`src/rtl/ts_cap_pkg.sv`:
```
package ts_cap_pkg;

    // Register select codes; software decodes these offsets.
    typedef enum logic [1:0] {
        SEL_STATUS = 2'd0,
        SEL_TS_LO  = 2'd1,
        SEL_TS_HI  = 2'd2,
        SEL_ENABLE = 2'd3
    } reg_sel_e;

    // Position of the full flag in the status word.
    localparam int unsigned FLAG_BIT = 16;

endpackage

```
`src/rtl/ts_cap_ctrl.sv`:
```
// Holds the enable field and decodes the slot-clear write.
module ts_cap_ctrl
    import ts_cap_pkg::*;
#(
    parameter int unsigned CLS_W  = 3,
    parameter int unsigned WORD_W = 32
) (
    input  logic              clk,
    input  logic              rst_n,
    input  logic              wr_i,
    input  logic [1:0]        addr_i,
    input  logic [WORD_W-1:0] wdata_i,
    output logic [CLS_W-1:0]  en_o,
    output logic              clr_o
);

    typedef struct packed {
        logic [CLS_W-1:0] en;
    } ctrl_st_t;

    ctrl_st_t st_d, st_q;
    logic     unused_wdata;

    assign unused_wdata = ^wdata_i;

    always_comb begin
        st_d  = st_q;
        clr_o = 1'b0;
        if (wr_i) begin
            unique case (reg_sel_e'(addr_i))
                SEL_ENABLE: st_d.en = wdata_i[CLS_W-1:0];
                SEL_STATUS: clr_o   = wdata_i[FLAG_BIT];
                default:    ;
            endcase
        end
    end

    always_ff @(posedge clk) begin
        if (!rst_n) st_q <= '0;
        else        st_q <= st_d;
    end

    assign en_o = st_q.en;

    // an enable write is visible from the following cycle
    a_r8_enable_load: assert property (@(posedge clk) disable iff (!rst_n)
        (wr_i && addr_i == 2'd3) |=> (en_o == $past(wdata_i[CLS_W-1:0])));

endmodule

```
`src/rtl/ts_cap_slot.sv`:
```
// Single capture slot: full flag, sequence identifier and timestamp.
module ts_cap_slot #(
    parameter int unsigned CLS_W = 3,
    parameter int unsigned SEQ_W = 16,
    parameter int unsigned TS_W  = 64
) (
    input  logic             clk,
    input  logic             rst_n,
    input  logic             ev_i,
    input  logic [CLS_W-1:0] cls_i,
    input  logic [SEQ_W-1:0] seq_i,
    input  logic [TS_W-1:0]  time_i,
    input  logic [CLS_W-1:0] en_i,
    input  logic             clr_i,
    output logic             full_o,
    output logic [SEQ_W-1:0] seq_o,
    output logic [TS_W-1:0]  ts_o
);

    typedef struct packed {
        logic             full;
        logic [SEQ_W-1:0] seq;
        logic [TS_W-1:0]  ts;
    } slot_st_t;

    slot_st_t st_d, st_q;
    logic     hit;
    logic     take;

    always_comb begin
        hit  = ev_i && (|(cls_i & en_i));
        take = hit && !st_q.full;
        st_d = st_q;
        if (take) begin
            st_d.full = 1'b1;
            st_d.seq  = seq_i;
            st_d.ts   = time_i;
        end else if (clr_i) begin
            st_d.full = 1'b0;
        end
    end

    always_ff @(posedge clk) begin
        if (!rst_n) st_q <= '0;
        else        st_q <= st_d;
    end

    assign full_o = st_q.full;
    assign seq_o  = st_q.seq;
    assign ts_o   = st_q.ts;

    // a qualifying event into an empty slot stores the presented time
    a_r1_capture: assert property (@(posedge clk) disable iff (!rst_n)
        (ev_i && (|(cls_i & en_i)) && !full_o)
        |=> (full_o && ts_o == $past(time_i) && seq_o == $past(seq_i)));

    // an event outside the enabled classes never fills an empty slot
    a_r2_gated: assert property (@(posedge clk) disable iff (!rst_n)
        (!full_o && !(ev_i && (|(cls_i & en_i)))) |=> !full_o);

    // a full slot keeps its contents unless it is cleared
    a_r3_hold: assert property (@(posedge clk) disable iff (!rst_n)
        (full_o && !clr_i) |=> (full_o && $stable(ts_o) && $stable(seq_o)));

    // clearing a full slot empties it and keeps the data
    a_r4_clear: assert property (@(posedge clk) disable iff (!rst_n)
        (full_o && clr_i) |=> (!full_o && $stable(ts_o) && $stable(seq_o)));

endmodule

```
`src/rtl/ts_cap_rdmux.sv`:
```
// Read-data multiplexer for the four registers.
module ts_cap_rdmux
    import ts_cap_pkg::*;
#(
    parameter int unsigned CLS_W  = 3,
    parameter int unsigned SEQ_W  = 16,
    parameter int unsigned TS_W   = 64,
    parameter int unsigned WORD_W = 32
) (
    input  logic [1:0]        addr_i,
    input  logic              full_i,
    input  logic [SEQ_W-1:0]  seq_i,
    input  logic [TS_W-1:0]   ts_i,
    input  logic [CLS_W-1:0]  en_i,
    output logic [WORD_W-1:0] rdata_o
);

    always_comb begin
        rdata_o = '0;
        unique case (reg_sel_e'(addr_i))
            SEL_STATUS: begin
                rdata_o[SEQ_W-1:0] = seq_i;
                rdata_o[FLAG_BIT]  = full_i;
            end
            SEL_TS_LO:  rdata_o = ts_i[WORD_W-1:0];
            SEL_TS_HI:  rdata_o = ts_i[TS_W-1:WORD_W];
            SEL_ENABLE: rdata_o[CLS_W-1:0] = en_i;
            default:    ;
        endcase
    end

endmodule

```
`src/rtl/ts_capture_buf.sv`:
```
module ts_capture_buf #(
    parameter int unsigned CLS_W  = 3,
    parameter int unsigned SEQ_W  = 16,
    parameter int unsigned TS_W   = 64
) (
    input  logic             clk,
    input  logic             rst_n,
    input  logic             ev_strobe,
    input  logic [CLS_W-1:0] ev_class,
    input  logic [SEQ_W-1:0] ev_seq,
    input  logic [TS_W-1:0]  time_now,
    input  logic             reg_wr,
    input  logic [1:0]       reg_addr,
    input  logic [31:0]      reg_wdata,
    output logic [31:0]      reg_rdata
);

    localparam int unsigned WORD_W = TS_W / 2;

    logic [CLS_W-1:0] en;
    logic             clr;
    logic             full;
    logic [SEQ_W-1:0] seq;
    logic [TS_W-1:0]  ts;

    ts_cap_ctrl #(.CLS_W(CLS_W), .WORD_W(WORD_W)) u_ctrl (
        .clk(clk), .rst_n(rst_n), .wr_i(reg_wr), .addr_i(reg_addr),
        .wdata_i(reg_wdata), .en_o(en), .clr_o(clr)
    );

    ts_cap_slot #(.CLS_W(CLS_W), .SEQ_W(SEQ_W), .TS_W(TS_W)) u_slot (
        .clk(clk), .rst_n(rst_n), .ev_i(ev_strobe), .cls_i(ev_class),
        .seq_i(ev_seq), .time_i(time_now), .en_i(en), .clr_i(clr),
        .full_o(full), .seq_o(seq), .ts_o(ts)
    );

    ts_cap_rdmux #(.CLS_W(CLS_W), .SEQ_W(SEQ_W), .TS_W(TS_W), .WORD_W(WORD_W)) u_rdmux (
        .addr_i(reg_addr), .full_i(full), .seq_i(seq), .ts_i(ts),
        .en_i(en), .rdata_o(reg_rdata)
    );

endmodule

```
`config.mk`:
```
export PLATFORM = sky130hd
export DESIGN_NAME = ts_capture_buf
export DESIGN_NICKNAME = d
export VERILOG_FILES = /design/src/rtl/ts_cap_pkg.sv /design/src/rtl/ts_cap_ctrl.sv /design/src/rtl/ts_cap_slot.sv /design/src/rtl/ts_cap_rdmux.sv /design/src/rtl/ts_capture_buf.sv
export SDC_FILE = /design/constraint.sdc
export NUM_CORES = 1
export LEC_CHECK = 0
export BUFFER_PORTS_ARGS = -buffer_cell sky130_fd_sc_hd__clkbuf_2
export CAP_MARGIN = 20
export CORE_ASPECT_RATIO = 1.1
export CORE_MARGIN = 1
export CORE_UTILIZATION = 50
export DETAILED_ROUTE_END_ITERATION = 10
export PLACE_DENSITY = 0.83
export RECOVER_POWER = 25
export SLEW_MARGIN = 20
export SYNTH_ARGS = -nofsm -noshare
export SYNTH_HDL_FRONTEND = slang
export SYNTH_SLANG_ARGS = --single-unit
```
`constraint.sdc`:
```
create_clock -name clk -period 2.5 [get_ports clk]
set_clock_uncertainty 0.05 [all_clocks]
set_input_delay 0.25 -clock clk [delete_from_list [all_inputs] [get_ports clk]]
set_output_delay 0.25 -clock clk [all_outputs]
set_load 0.02 [all_outputs]
```
==> flow_metrics.env <==
export IMPL_gp_congestion=0.807
export IMPL_max_slew_margin_pct=45.3
export IMPL_io_buffers=124
export IMPL_fin_crit_sh_pct=82.6
export IMPL_first_iter_violations=310
export IMPL_synthFlopType="dfxtp_1"
export IMPL_worstSetupStartpointType="register"
export IMPL_synthArstFlopShare_pct=0
export IMPL_cp_end_kind="register"
export IMPL_drive_gt1_share_pct=36.9
export IMPL_p_leak_nw=1.82
export IMPL_yosys_area_top_type="dfxtp_1"
export IMPL_use_met1_pct=32.0
export IMPL_reg2reg_from="u_ctrl.en_o[0]"
export IMPL_syn_area_um2=4040
export IMPL_place_hpwl_mm=6.85
export IMPL_fp_dieW_um=87.7
export IMPL_maxSlewViolCount=0
export IMPL_ys_warn_count=0
export IMPL_stdcell_area_um2=4880
export IMPL_path_clk_slew_ns=0.09
export IMPL_track_usage_pct=24.5
export IMPL_synth_seq_cells=84
export IMPL_setup_tns_final_ns=0
export IMPL_vdd_drop_max_v=0.000284
export IMPL_max_cap_violations=0
export IMPL_ys_seq_area_share_pct=41.6
export IMPL_ff2ff_path_depth=4
export IMPL_cts_tree="built"
export IMPL_r2r_setup_slack_ns=0.44
export IMPL_routed_wl_mm=10.4
export IMPL_clockRootBuffer="clkbuf_8"
export IMPL_synth_distinct_cells=21
export IMPL_post_dp_cell_area_um2=4710
export IMPL_min_from="reg_wdata[1]"
export IMPL_min_path_type="in -> reg"
export IMPL_start_util_pct=51.3
export IMPL_cp_slowest_stage_delay_ns=0.75
export IMPL_whs_path_depth=3
export IMPL_wl_per_cell_um=15.4
export IMPL_gr_total_overflow=0
export IMPL_critical_path_required_ns=2.65
export IMPL_top_usage_layer="met2"
export IMPL_min_to="u_ctrl.en_o[1]"
export IMPL_grt_start_max_net_pins=102
export IMPL_critical_path_arrival_ns=2.21
export IMPL_coreArea_um2=7870
export IMPL_worst_slack_ns=0.436
export IMPL_netlist_instances=468
export IMPL_final_hold_viol_count=0
export IMPL_nets=685
export IMPL_yosys_top_cells_area="dfxtp_1 (42%), or3b_2 (13%), a21oi_1 (10%)"
export IMPL_critical_path_class="reg -> reg"
export IMPL_status="finished, final reports clean"
export IMPL_critPathSlowestCell="clkbuf_4"
export IMPL_placedCellCount=656
export IMPL_area_delta_synth_final_pct=20.8
export IMPL_via_count=3841
export IMPL_ios=153
export IMPL_post_cts_setup_buffers=0
export IMPL_dieArea_um2=8440
export IMPL_synth_nets=594
export IMPL_clock_sinks=84
export IMPL_htree_num_levels=3
export IMPL_tightestPinTransition_ns=0.821
export IMPL_synth_top_cell_area_share_pct=41.6
export IMPL_ant_nets=0
export IMPL_first_global_vias=3459
export IMPL_grt_pass1_wl_mm=16.1
export IMPL_die_h_um=96.3
export IMPL_viasPerCell=5.71
export IMPL_postCtsHoldBufs=0
export IMPL_period_minus_slack_ns=2.06
export IMPL_cts_resized=0
export IMPL_numCtsBuffers=9
export IMPL_synth_edf_count=0
export IMPL_path_cells="a222oi_1 > clkbuf_4 > or3b_2 > a21oi_1"
export IMPL_grt_util_met2_pct=39.0
export IMPL_finalNonFillerCells=673
export IMPL_critPathMaxFanout=101
export IMPL_max_freq_ghz=0.484
export IMPL_r2r_end="u_slot.ts_o[31]"
export IMPL_detail_route_first_pass_iterations=7
export IMPL_clk_path_buf_depth=2
export IMPL_antenna_found_initial=1
export IMPL_finalSetupViolCount=0
export IMPL_clkLatencyLatePin_ns=0.34
export IMPL_rsz0062_at_grt="false"
export IMPL_power_density_nw_per_um2=539
export IMPL_drc=0
export IMPL_pre_cts_slack_ns=0.513
export IMPL_grt_use_met3_pct=6.26
export IMPL_avgSynthCellArea_um2=8.63
export IMPL_std_cell_rows=34
==> registers in the layout, summed over array words and instances, names as in the netlist <==
signal	count
u_slot.ts_o	64
u_slot.full_o	1
u_slot.seq_o	16
u_ctrl.en_o	3
==> layer usage <==
metal | vias to the layer above | wire [um]
met5 | - | 0
met4 | 0 | 140
met3 | 14 | 662
met2 | 137 | 5010
met1 | 1787 | 4570
li1 | 1903 | -
==> power by group <==
group / internal (mW) / total [mW] / switching, mW
logic: 0.138 / 0.324 / 0.187
registers: 1.37 / 1.38 / 0.0148
clock network: 0.458 / 0.927 / 0.469
==> synthesized netlist by cell type (all sizes together) (5+ instances only) <==
master and number:
or3b 80, dfxtp 84, nor2b 15, nor2 15, o21ai 80, a21oi 83, buf 14, ha 5
clkbuf 40, a222oi 18, a22oi 15, inv 6
==> worst max-delay path: cells and delay by family, from the launching register on <==
| kind | cells | cell delay, ns |
|---|---|---|
| AOI/OAI and AO/OA | 2 | 0.47 |
| DFF | 1 | 0.34 |
| buffers and inverters | 1 | 0.75 |
| and+or+nand+nor | 1 | 0.25 |
==> kinds of logic (layout without fill, tap and decap cells) <==
group	after synthesis	count (layout)	synth area share, %
other cells	0	1	0
simple gates	119	119	22.1
buf+inv	60	156	6.35
fa+ha+maj	5	5	1.55
mux	3	3	0.743
compound gates	197	197	27.7
flops	84	84	41.6
==> cell usage in the layout, fill, tap and decap left out <==
cell type	Yosys	layout
clkbuf_2	0	123
dfxtp_1	84	84
a21oi_1	83	83
or3b_2	59	59
o21ai_0	50	50
o21ai_1	30	30
or3b_1	21	21
a222oi_1	18	18
a22oi_1	15	15
nor2b_1	15	15
nor2_1	15	15
clkbuf_8	0	9
inv_1	6	5
ha_1	5	5
buf_4	1	5
nand3_1	4	4
nand2_1	4	4
buf_12	0	4
mux2i_1	3	3
clkbuf_1	37	3
clkinv_2	0	3
diode_2	0	1
nand2b_4	0	1
inv_2	0	1
a2bb2oi_1	1	1
clkinvlp_4	0	1
bufinv_16	0	1
clkbuf_4	3	1
==> layout make-up <==
class | instances | area [um2]
Clock buffer | 11 | 131
Clock inverter | 5 | 52.6
Timing Repair Buffer | 134 | 744
Tap cell | 108 | 135
Multi-Input combinational cell | 324 | 2110
Antenna cell | 1 | 2.50
Fill cell | 700 | 2990
Sequential cell | 84 | 1680
Inverter | 6 | 22.5
==> worst max-delay path by stage <==
stage	cells after the start	slack [ns]	end	start
finish	4	0.44	u_slot.ts_o[31]	u_ctrl.en_o[0]
global placement	7	0.58	reg_rdata[25]	reg_addr[1]
detailed placement	7	0.51	reg_rdata[11]	reg_addr[1]
CTS	7	0.49	reg_rdata[29]	reg_addr[1]
global route	4	0.28	u_slot.ts_o[35]	u_ctrl.en_o[0]
floorplan	5	0.83	u_slot.ts_o[20]	u_ctrl.en_o[0]
==> per-stage QoR <==
step / hold slack, ns / total power, mW / utilization (%)
3_3_place_gp: 0.409 / 1.73 / 59.8
5_1_grt: 0.0668 / 2.75 / 62.0
3_5_place_dp: 0.416 / 1.74 / 59.8
2_1_floorplan: 0.347 / 1.61 / -
6_report: 0.0851 / 2.63 / 62.0
4_1_cts: 0.0721 / 2.65 / 62.1
Note: power is estimated with default switching activity, not from simulation.
